===== src/rtl/mbx_pkg.sv =====
// Package mbx_pkg
// Shared constants for the dual-side mailbox. The status register is a set
// of groups, each one bit per mailbox index, stacked from bit 0 upward.
// Assumes the mailbox count per direction is the group width.
package mbx_pkg;
    // pending groups, in status bit order
    localparam int G_HOST_IN   = 0;  // core drained an inbox
    localparam int G_HOST_OUT  = 1;  // core filled an outbox
    localparam int G_C1_IN     = 2;  // host filled an inbox, core target 1
    localparam int G_C1_OUT    = 3;  // host acknowledged an outbox, target 1
    localparam int G_C2_IN     = 4;  // host filled an inbox, core target 2
    localparam int G_C2_OUT    = 5;  // host acknowledged an outbox, target 2
    // flag groups above the pending bits
    localparam int G_IN_VALID  = 6;
    localparam int G_OUT_VALID = 7;

    localparam int N_PEND_GROUPS = 6;
    localparam int N_STAT_GROUPS = 8;

    // access kinds used by the address decoders
    typedef enum logic [1:0] {
        ACC_NONE  = 2'd0,
        ACC_READ  = 2'd1,
        ACC_WRITE = 2'd2
    } acc_kind_e;
endpackage


===== src/rtl/mbx_decode.sv =====
// Module mbx_decode
// Turns one register port's address and write strobe into one-hot write
// selects: one per mailbox, one for status, one for control.
// Assumes mailboxes sit at addresses 0..2*NBOX-1, status right after them
// and control after that; other addresses decode to nothing.
module mbx_decode #(
    parameter int NBOX   = 2,
    parameter int ADDR_W = 3
) (
    input  logic [ADDR_W-1:0] addr,
    input  logic              wr,
    output logic [2*NBOX-1:0] box_wr,
    output logic              stat_wr,
    output logic              ctrl_wr
);
    localparam int NB2 = 2 * NBOX;

    // decode the write target of this port
    always_comb begin
        for (int k = 0; k < NB2; k++) begin
            box_wr[k] = wr && (addr == ADDR_W'(k));
        end
        stat_wr = wr && (addr == ADDR_W'(NB2));
        ctrl_wr = wr && (addr == ADDR_W'(NB2 + 1));
    end
endmodule


===== src/rtl/mbx_store.sv =====
// Module mbx_store
// Data words of all mailboxes: the inboxes first, then the outboxes.
// Either port may write any box; the host write wins a same-cycle clash.
// Assumes synchronous active-low reset.
module mbx_store #(
    parameter int NBOX   = 2,
    parameter int DATA_W = 16
) (
    input  logic                clk,
    input  logic                rst_n,
    input  logic [2*NBOX-1:0]   h_wr,
    input  logic [2*NBOX-1:0]   c_wr,
    input  logic [DATA_W-1:0]   h_wdata,
    input  logic [DATA_W-1:0]   c_wdata,
    output logic [DATA_W-1:0]   box_q [2*NBOX]
);
    localparam int NB2 = 2 * NBOX;

    for (genvar g = 0; g < NB2; g++) begin : g_box
        // hold one mailbox word, host data first
        always_ff @(posedge clk) begin
            if (!rst_n) begin
                box_q[g] <= '0;
            end else if (h_wr[g]) begin
                box_q[g] <= h_wdata;
            end else if (c_wr[g]) begin
                box_q[g] <= c_wdata;
            end
        end
    end
endmodule


===== src/rtl/mbx_flags.sv =====
// Module mbx_flags
// Valid flags of every mailbox and detection of the four message events.
// Inbox flags: set by any write, cleared by a core read of a full inbox.
// Outbox flags: set by a core write, cleared only by a host acknowledge
// (a status write with the flag's bit at one while the flag is set).
// A set in the same cycle as a clear leaves the flag set.
// Assumes host reads never reach this module (no read side effects).
module mbx_flags #(
    parameter int NBOX = 2
) (
    input  logic                     clk,
    input  logic                     rst_n,
    input  logic [NBOX-1:0]          h_in_wr,
    input  logic [2*NBOX-1:0]        c_box_wr,
    input  logic [NBOX-1:0]          c_in_rd,
    input  logic                     h_stat_wr,
    input  logic [NBOX-1:0]          h_ack_bits,
    output logic [NBOX-1:0]          in_valid,
    output logic [NBOX-1:0]          out_valid,
    output logic [mbx_pkg::N_PEND_GROUPS*NBOX-1:0] ev
);
    import mbx_pkg::*;

    localparam int NP = N_PEND_GROUPS * NBOX;

    logic [NBOX-1:0] drain;
    logic [NBOX-1:0] ack;
    logic [NBOX-1:0] c_in_wr;
    logic [NBOX-1:0] c_out_wr;
    logic [NBOX-1:0] in_valid_d;
    logic [NBOX-1:0] out_valid_d;

    // split the core write selects into inbox and outbox halves
    always_comb begin
        c_in_wr  = c_box_wr[NBOX-1:0];
        c_out_wr = c_box_wr[2*NBOX-1:NBOX];
    end

    // qualify drains and acknowledges by the current flags
    always_comb begin
        drain = c_in_rd & in_valid;
        ack   = {NBOX{h_stat_wr}} & h_ack_bits & out_valid;
    end

    // place each event into its pending group
    always_comb begin
        ev = '0;
        ev[G_HOST_IN*NBOX  +: NBOX] = drain;
        ev[G_HOST_OUT*NBOX +: NBOX] = c_out_wr;
        ev[G_C1_IN*NBOX    +: NBOX] = h_in_wr;
        ev[G_C2_IN*NBOX    +: NBOX] = h_in_wr;
        ev[G_C1_OUT*NBOX   +: NBOX] = ack;
        ev[G_C2_OUT*NBOX   +: NBOX] = ack;
    end

    // next flag values, set after clear
    always_comb begin
        in_valid_d  = (in_valid & ~drain) | h_in_wr | c_in_wr;
        out_valid_d = (out_valid & ~ack) | c_out_wr;
    end

    // flag registers
    always_ff @(posedge clk) begin
        if (!rst_n) begin
            in_valid  <= '0;
            out_valid <= '0;
        end else begin
            in_valid  <= in_valid_d;
            out_valid <= out_valid_d;
        end
    end

    // keep NP visible as the width of ev for readers
    localparam int EV_W = NP;
endmodule


===== src/rtl/mbx_pending.sv =====
// Module mbx_pending
// Interrupt-pending bits with write-one-to-clear, their enables, and the
// three interrupt outputs. An enabled event sets its bit; a set in the same
// cycle as a clear wins. Enables used are those before this cycle's
// control write. Host control data wins a same-cycle clash.
module mbx_pending #(
    parameter int NBOX = 2
) (
    input  logic                                    clk,
    input  logic                                    rst_n,
    input  logic [mbx_pkg::N_PEND_GROUPS*NBOX-1:0]  ev,
    input  logic                                    h_stat_wr,
    input  logic                                    c_stat_wr,
    input  logic                                    h_ctrl_wr,
    input  logic                                    c_ctrl_wr,
    input  logic [mbx_pkg::N_PEND_GROUPS*NBOX-1:0]  h_bits,
    input  logic [mbx_pkg::N_PEND_GROUPS*NBOX-1:0]  c_bits,
    output logic [mbx_pkg::N_PEND_GROUPS*NBOX-1:0]  pend_q,
    output logic [mbx_pkg::N_PEND_GROUPS*NBOX-1:0]  en_q,
    output logic                                    host_irq,
    output logic                                    core1_irq,
    output logic                                    core2_irq
);
    import mbx_pkg::*;

    localparam int NP = N_PEND_GROUPS * NBOX;

    logic [NP-1:0] clr;
    logic [NP-1:0] pend_d;

    // merge write-one clears from both ports
    always_comb begin
        clr = (h_stat_wr ? h_bits : '0) | (c_stat_wr ? c_bits : '0);
    end

    // next pending value, event set after clear
    always_comb begin
        pend_d = (pend_q & ~clr) | (ev & en_q);
    end

    // pending register
    always_ff @(posedge clk) begin
        if (!rst_n) begin
            pend_q <= '0;
        end else begin
            pend_q <= pend_d;
        end
    end

    // enable register, host first
    always_ff @(posedge clk) begin
        if (!rst_n) begin
            en_q <= '0;
        end else if (h_ctrl_wr) begin
            en_q <= h_bits;
        end else if (c_ctrl_wr) begin
            en_q <= c_bits;
        end
    end

    // interrupt lines as group ORs
    always_comb begin
        host_irq  = (|pend_q[G_HOST_IN*NBOX +: NBOX]) | (|pend_q[G_HOST_OUT*NBOX +: NBOX]);
        core1_irq = (|pend_q[G_C1_IN*NBOX   +: NBOX]) | (|pend_q[G_C1_OUT*NBOX   +: NBOX]);
        core2_irq = (|pend_q[G_C2_IN*NBOX   +: NBOX]) | (|pend_q[G_C2_OUT*NBOX   +: NBOX]);
    end
endmodule


===== src/rtl/dual_mailbox.sv =====
// Module dual_mailbox
// Top of the dual-side mailbox: two register ports (host, core), mailbox
// storage, valid flags, event detection, pending bits and interrupts.
// Read data is combinational from the current state and zero when the
// read strobe is low. Host reads have no effect on any state.
// Assumes DATA_W >= 8*NBOX and 2*NBOX+2 <= 2**ADDR_W.
module dual_mailbox #(
    parameter int NBOX   = 2,
    parameter int DATA_W = 16,
    parameter int ADDR_W = 3
) (
    input  logic              clk,
    input  logic              rst_n,
    input  logic [ADDR_W-1:0] hst_addr,
    input  logic              hst_rd,
    input  logic              hst_wr,
    input  logic [DATA_W-1:0] hst_wdata,
    output logic [DATA_W-1:0] hst_rdata,
    input  logic [ADDR_W-1:0] cor_addr,
    input  logic              cor_rd,
    input  logic              cor_wr,
    input  logic [DATA_W-1:0] cor_wdata,
    output logic [DATA_W-1:0] cor_rdata,
    output logic              host_irq,
    output logic              core1_irq,
    output logic              core2_irq
);
    import mbx_pkg::*;

    localparam int NB2    = 2 * NBOX;
    localparam int NP     = N_PEND_GROUPS * NBOX;
    localparam int STAT_W = N_STAT_GROUPS * NBOX;
    localparam int ACK_LO = G_OUT_VALID * NBOX;

    logic [NB2-1:0]    h_box_wr;
    logic [NB2-1:0]    c_box_wr;
    logic              h_stat_wr;
    logic              c_stat_wr;
    logic              h_ctrl_wr;
    logic              c_ctrl_wr;
    logic [NBOX-1:0]   c_in_rd;
    logic [DATA_W-1:0] box_q [NB2];
    logic [NBOX-1:0]   in_valid;
    logic [NBOX-1:0]   out_valid;
    logic [NP-1:0]     ev;
    logic [NP-1:0]     pend_q;
    logic [NP-1:0]     en_q;
    logic [STAT_W-1:0] stat_vec;
    logic [DATA_W-1:0] stat_word;
    logic [DATA_W-1:0] ctrl_word;

    mbx_decode #(.NBOX(NBOX), .ADDR_W(ADDR_W)) u_hdec (
        .addr    (hst_addr),
        .wr      (hst_wr),
        .box_wr  (h_box_wr),
        .stat_wr (h_stat_wr),
        .ctrl_wr (h_ctrl_wr)
    );

    mbx_decode #(.NBOX(NBOX), .ADDR_W(ADDR_W)) u_cdec (
        .addr    (cor_addr),
        .wr      (cor_wr),
        .box_wr  (c_box_wr),
        .stat_wr (c_stat_wr),
        .ctrl_wr (c_ctrl_wr)
    );

    // core reads of inboxes are the only reads with an effect
    always_comb begin
        for (int i = 0; i < NBOX; i++) begin
            c_in_rd[i] = cor_rd && (cor_addr == ADDR_W'(i));
        end
    end

    mbx_store #(.NBOX(NBOX), .DATA_W(DATA_W)) u_store (
        .clk     (clk),
        .rst_n   (rst_n),
        .h_wr    (h_box_wr),
        .c_wr    (c_box_wr),
        .h_wdata (hst_wdata),
        .c_wdata (cor_wdata),
        .box_q   (box_q)
    );

    mbx_flags #(.NBOX(NBOX)) u_flags (
        .clk        (clk),
        .rst_n      (rst_n),
        .h_in_wr    (h_box_wr[NBOX-1:0]),
        .c_box_wr   (c_box_wr),
        .c_in_rd    (c_in_rd),
        .h_stat_wr  (h_stat_wr),
        .h_ack_bits (hst_wdata[ACK_LO +: NBOX]),
        .in_valid   (in_valid),
        .out_valid  (out_valid),
        .ev         (ev)
    );

    mbx_pending #(.NBOX(NBOX)) u_pend (
        .clk       (clk),
        .rst_n     (rst_n),
        .ev        (ev),
        .h_stat_wr (h_stat_wr),
        .c_stat_wr (c_stat_wr),
        .h_ctrl_wr (h_ctrl_wr),
        .c_ctrl_wr (c_ctrl_wr),
        .h_bits    (hst_wdata[NP-1:0]),
        .c_bits    (cor_wdata[NP-1:0]),
        .pend_q    (pend_q),
        .en_q      (en_q),
        .host_irq  (host_irq),
        .core1_irq (core1_irq),
        .core2_irq (core2_irq)
    );

    // assemble the status and control words
    always_comb begin
        stat_vec  = {out_valid, in_valid, pend_q};
        stat_word = DATA_W'(stat_vec);
        ctrl_word = DATA_W'(en_q);
    end

    // pick the word one port addresses
    function automatic logic [DATA_W-1:0] pick_word(
        input logic              rd,
        input logic [ADDR_W-1:0] a,
        input logic [DATA_W-1:0] bx [NB2],
        input logic [DATA_W-1:0] sw,
        input logic [DATA_W-1:0] cw
    );
        logic [DATA_W-1:0] w;
        w = '0;
        if (rd) begin
            for (int k = 0; k < NB2; k++) begin
                if (a == ADDR_W'(k)) w = bx[k];
            end
            if (a == ADDR_W'(NB2))     w = sw;
            if (a == ADDR_W'(NB2 + 1)) w = cw;
        end
        return w;
    endfunction

    // host read data
    always_comb begin
        hst_rdata = pick_word(hst_rd, hst_addr, box_q, stat_word, ctrl_word);
    end

    // core read data
    always_comb begin
        cor_rdata = pick_word(cor_rd, cor_addr, box_q, stat_word, ctrl_word);
    end
endmodule


===== config.mk =====
export PLATFORM = sky130hd
export DESIGN_NAME = dual_mailbox
export DESIGN_NICKNAME = d
export VERILOG_FILES = /design/src/rtl/mbx_pkg.sv /design/src/rtl/mbx_decode.sv /design/src/rtl/mbx_store.sv /design/src/rtl/mbx_flags.sv /design/src/rtl/mbx_pending.sv /design/src/rtl/dual_mailbox.sv
export SDC_FILE = /design/constraint.sdc
export NUM_CORES = 1
export LEC_CHECK = 0
export BUFFER_PORTS_ARGS = -buffer_cell sky130_fd_sc_hd__buf_2
export CELL_PAD_IN_SITES_DETAIL_PLACEMENT = 1
export CELL_PAD_IN_SITES_GLOBAL_PLACEMENT = 2
export CORE_MARGIN = 3
export CORE_UTILIZATION = 35
export CTS_CLUSTER_SIZE = 25
export DETAILED_ROUTE_END_ITERATION = 10
export PLACE_DENSITY_LB_ADDON = 0.1
export SLEW_MARGIN = 20
export SYNTH_ARGS = -nofsm -noshare
export SYNTH_HDL_FRONTEND = slang
export SYNTH_SLANG_ARGS = --single-unit

===== constraint.sdc =====
create_clock -name clk -period 1.94 [get_ports clk]
set_input_delay 0.291 -clock clk [delete_from_list [all_inputs] [get_ports clk]]
set_output_delay 0.291 -clock clk [all_outputs]
set_load 0.005 [all_outputs]

* Word level (Yosys, flattened, before mapping)
Cells that the tools add are included.
** Word-level totals
- Input bits :: 44
- Flip-flop bits (word level) :: 92
- Output and inout bits :: 35
** Cells by class
- Eq/ne operators :: 10
- Reduce and logical (&&, ||, !) cells :: 27
- Bitwise gates (word level) :: 18
- Muxes and demuxes :: 26
** Operators by type and width (number)
- 16-bit 2-to-1 mux :: 22
- 12-bit 2-to-1 mux :: 4
- 12-bit bitwise AND :: 2
- 12-bit bitwise OR :: 2
- 1-bit logical AND :: 14
- 3-bit by 2-bit == test with 1-bit output (second input constant) :: 4
- 3-bit == test (second input constant) :: 4
- 12-bit inverter :: 1
- 2-bit OR reduction :: 6
- 2-bit bitwise AND :: 5
- 2-bit nonzero test :: 5
- 3-bit by 1-bit == test with 1-bit output (second input constant) :: 2
- 3-bit logical NOT :: 2
- 2-bit bitwise OR :: 3
- 2-bit inverter :: 2
- 1-bit bitwise OR :: 3

* Depth between registers and ports, before layout
- Word-level depth :: 8
- Mapped depth :: 7
- Mapped depth without buffers :: 4

* Cells and area by module
A second synthesis with hierarchy kept.
** Unflattened totals
- Cells, all modules :: 639
- Area total of the unflattened synthesis :: 6621.4 um^2
** By module, submodules not included
- mbx_store :: area an instance 3407.0 um^2, cells each 283, instances 1
- dual_mailbox :: area an instance 1630.3 um^2, cells each 200, instances 1
- mbx_pending :: area an instance 1208.7 um^2, cells each 120, instances 1
- mbx_flags :: area an instance 227.7 um^2, cells each 24, instances 1
- mbx_decode :: area an instance 73.8 um^2, cells each 6, instances 2

* Worst setup path before layout
OpenSTA, ideal clock, no wires.
- Path kind :: input-to-output
- From :: input hst_addr[2]
- To :: output hst_rdata[0]
- Stages :: 5
- Slack :: 0.388 ns
- Path buffers :: 3
- Arrival time :: 1.261 ns
- Data required time :: 1.649 ns
- Cells stage by stage :: clkbuf_1 buf_2 nand3b_1 clkbuf_1 o211a_1
** Between the ends
- Longest elaborated chain between the ends :: 8
- Elaborated cells on any way between the ends :: 13
** RTL lines
- start, declared :: line dual_mailbox.sv:14 : input logic [ADDR_W-1:0] hst_addr,
- 3-bit logical NOT :: line dual_mailbox.sv:134 : if (a == ADDR_W'(k)) w = bx[k];
- 16-bit 2-to-1 mux (4 in a row) :: line dual_mailbox.sv:134
- 16-bit 2-to-1 mux :: line dual_mailbox.sv:136 : if (a == ADDR_W'(NB2)) w = sw;
- 16-bit 2-to-1 mux * :: line dual_mailbox.sv:137 : if (a == ADDR_W'(NB2 + 1)) w = cw;
- 16-bit 2-to-1 mux * :: line dual_mailbox.sv:132 : if (rd) begin
- end, declared :: line dual_mailbox.sv:18 : output logic [DATA_W-1:0] hst_rdata,
Every way passes the cells marked *; elsewhere a longest branch is shown, timed or not.

* Worst setup path after layout
- From :: input cor_addr[0]
- To :: output cor_rdata[6]
** Between the ends
- Longest elaborated chain between the ends :: 8
- Elaborated cells on any way between the ends :: 13
** RTL lines
- start, declared :: line dual_mailbox.sv:19 : input logic [ADDR_W-1:0] cor_addr,
- 3-bit logical NOT :: line dual_mailbox.sv:134
- 16-bit 2-to-1 mux (4 in a row) :: line dual_mailbox.sv:134
- 16-bit 2-to-1 mux :: line dual_mailbox.sv:136
- 16-bit 2-to-1 mux * :: line dual_mailbox.sv:137
- 16-bit 2-to-1 mux * :: line dual_mailbox.sv:132
- end, declared :: line dual_mailbox.sv:23 : output logic [DATA_W-1:0] cor_rdata,
Marks and branches as above.

==> results.py <==
metrics = {
    "floorplanning": {
        "core_um2": 15900,
        "boundaryPins": 79,
        "die_h_um": 134,
        "rows": 46,
        "die_w_um": 134,
        "die_area_um2": 17900,
        "start_util_pct": 35.9,
    },
    "power": {
        "p_sw_mw": 1.43,
        "comb_power_share_pct": 17.8,
        "pwr_density_cell_nw_per_um2": 690,
        "netSwitchingFraction_pct": 29.9,
        "pwr-share-seq_pct": 43.0,
        "p_int_mw": 3.34,
        "power_leakage_nw": 2.89,
        "clockPowerShare_pct": 39.2,
        "irDropWorstVdd_mv": 0.418,
    },
    "route": {
        "first_pass_iters": 5,
        "wire_per_inst_um": 24.1,
        "top_layer_used": "met4",
        "num_vias": 5848,
        "drtIter0Drc": 351,
        "vias_per_cell": 5.94,
        "drtAntennaViolNets": 0,
        "route.met3.wl_um": 1220,
        "drc": 0,
        "routed_wl_um": 23700,
        "wl_met1_um": 10900,
        "met2_length_um": 10900,
    },
    "yosys": {
        "synthArstFlopShare_pct": 0,
        "synthTopCellsByArea": "dfxtp_1, mux2i_1, o21ai_0",
        "avgSynthCellArea_um2": 8.44,
        "yosysTopAreaCell": "dfxtp_1",
        "synthCells": 677,
        "synth_seq_area_share_pct": 32.2,
        "netlist_area_um2": 5720,
        "synth_top_area_share_pct": 32.2,
        "ys_types": 48,
        "ys_ff_latch": 92,
        "yosys_most_used_dff": "dfxtp_1",
        "yosys_warnings": 0,
        "synth-edff-count": 0,
        "syn_nets": 721,
    },
    "finish": {
        "diodes": 0,
        "drive_gt1_share_pct": 23.3,
        "layout.nets": 807,
        "post-route-util_pct": 43.3,
        "syn2layout_area_growth_pct": 20.7,
    },
    "timing": {
        "fin_ws_ns": 0.0993,
        "finalHoldViolations": 0,
        "finalCritPeriodShare_pct": 94.9,
        "slew_viol_final": 0,
        "slew-limit-headroom_pct": 67.6,
        "setup_viol": 0,
        "grt_setup_unrepaired": "no",
        "finalClockSkew_ns": 0.00932,
        "fmax_ghz": 0.543,
        "whs_ns": 0.229,
        "tns_ns": 0,
        "worst_slew_pin_slew_ns": 0.486,
        "period_needed_ns": 1.84,
    },
    "setup_path": {
        "critPathRequiredTime_ns": 1.65,
        "reg2reg_slack_ns": 1.02,
        "crit_path_end": "cor_rdata[6]",
        "startpoint": "cor_addr[0]",
        "crit_type": "in2out",
        "crit_path_end_kind": "primary output",
        "r2r_end": "u_pend.pend_q[7]",
        "critPathMaxFanout": 19,
        "critPathArrivalTime_ns": 1.55,
        "worstSetupStartpointType": "input pin",
        "reg2reg_depth": 3,
        "r2r_start": "u_pend.pend_q[7]",
    },
    "placement": {
        "dp_slack_ns": 0.0726,
        "dpl.hpwl_um": 16800,
        "port_buffers": 78,
        "routabilityCongestion": 0.851,
    },
    "clocking": {
        "path_clk_slew_ns": 0.07,
        "clock_sinks": 92,
        "cts_setup_buffers": 0,
        "cts_tree": "done",
        "clk_latency_ns": 0.36,
        "cts_root_buf": "clkbuf_16",
        "clock_path_buffers": 2,
        "cts_resized": 0,
        "hold_buffers": 0,
        "cts_buffers": 9,
        "htreeDepth": 3,
    },
    "worst_hold_path": {
        "hp-start": "cor_wdata[12]",
        "min_path_type": "in2reg",
        "hold_depth": 3,
    },
    "global_route": {
        "grt_pass1_vias": 6054,
        "grt_first_pass_wirelength_um": 36800,
        "antenna_found_initial": 0,
        "track_usage_pct": 26.6,
        "grt_overflow_total": 0,
        "grt_start_max_net_pins": 29,
    },
    "job": {
        "cap_violations": 0,
    },
    "run_status": {
        "status": "finished clean",
    },
}
## power by group through the flow
stage / logic, mW / registers [mW] / clock network, mW
final: 0.849 / 2.05 / 1.87
after global routing: 0.920 / 2.06 / 1.98
after CTS: 0.842 / 2.05 / 1.90
after detailed placement: 0.835 / 2.09 / 0
after global placement: 0.814 / 2.09 / 0
after floorplan: 0.481 / 2.06 / 0
## layout make-up
cell class | instances | area (µm²)
fill | 1932 | 9040
multi-input combinational | 515 | 3530
sequential | 92 | 1840
timing repair buffer | 142 | 950
tap | 216 | 270
clock buffer | 9 | 225
clock inverter | 7 | 73.8
inverter | 3 | 11.3
## kinds of logic after synthesis
family,after synthesis,synth area share (%)
AOI/OAI and AO/OA,258,27.8
buffers and inverters,70,6.19
DFF,92,32.2
muxes,110,20.4
and+or+nand+nor,147,13.4
## critical path: stages
cell and delay, ns:
buf_2 0.14, buf_12 0.18, buf_6 0.19, nor2b_1 0.06, a211oi_1 0.24, o22ai_1 0.11, and3_1 0.19, buf_2 0.12
## synth_stat cells, drive strengths merged, types with 4 or more instances
master  instances
dfxtp          92
mux4            4
a41o            5
nand2b          6
mux2i          95
nand2          63
nand3           5
a21oi          64
a21boi          4
a31oi          16
nor2b          20
mux2           11
buf            36
and3           17
a211oi         14
o32a            5
nand3b          5
clkbuf         31
o22ai          31
nand4           4
o21ai          85
nor2           15
o211a          12
a221o           5
## state kept, by name, summed over array words and instances (netlist names)
signal	count
u_pend.en_q	12
u_pend.pend_q	12
u_flags.out_valid	2
u_flags.in_valid	2
u_store.box_q	64
## worst min path at each step
stage	end	slack [ns]
5_1_grt	u_store.box_q[12]	0.23
3_5_place_dp	u_store.box_q[10]	0.48
4_1_cts	u_store.box_q[12]	0.22
3_3_place_gp	u_store.box_q[10]	0.48
2_1_floorplan	u_store.box_q[12]	0.45
6_report	u_store.box_q[12]	0.23
## placed cells by master, fill, tap and decap left out, types with 6 or more instances in the layout
master     instances
and3_1            17
nor2b_1           19
clkbuf_16          9
a211oi_1          14
o22ai_1           31
mux2_2            11
buf_4             57
o21ai_0           81
mux2i_1           95
a31oi_1           16
buf_2             78
nand2_1           63
nor2_1            14
nand2b_1           6
buf_12             6
a21oi_1           64
o211a_1           12
dfxtp_1           92
## metal layers
layer  vias to the layer above  GRT usage (%)
met3                        48           4.46
li1                       2728              -
met5                         -              0
met4                         0           9.20
met1                      2881           36.6
met2                       191           42.4
## per-stage QoR
step / cells / instance area [µm²] / total power, mW
floorplan: 677 / 5720 / 2.54
global route: 984 / 6900 / 4.96
finish: 984 / 6900 / 4.76
global placement: 968 / 6600 / 2.90
detailed placement: 968 / 6600 / 2.92
CTS: 984 / 6900 / 4.79
No activity file was read; power rests on OpenSTA's default activity.
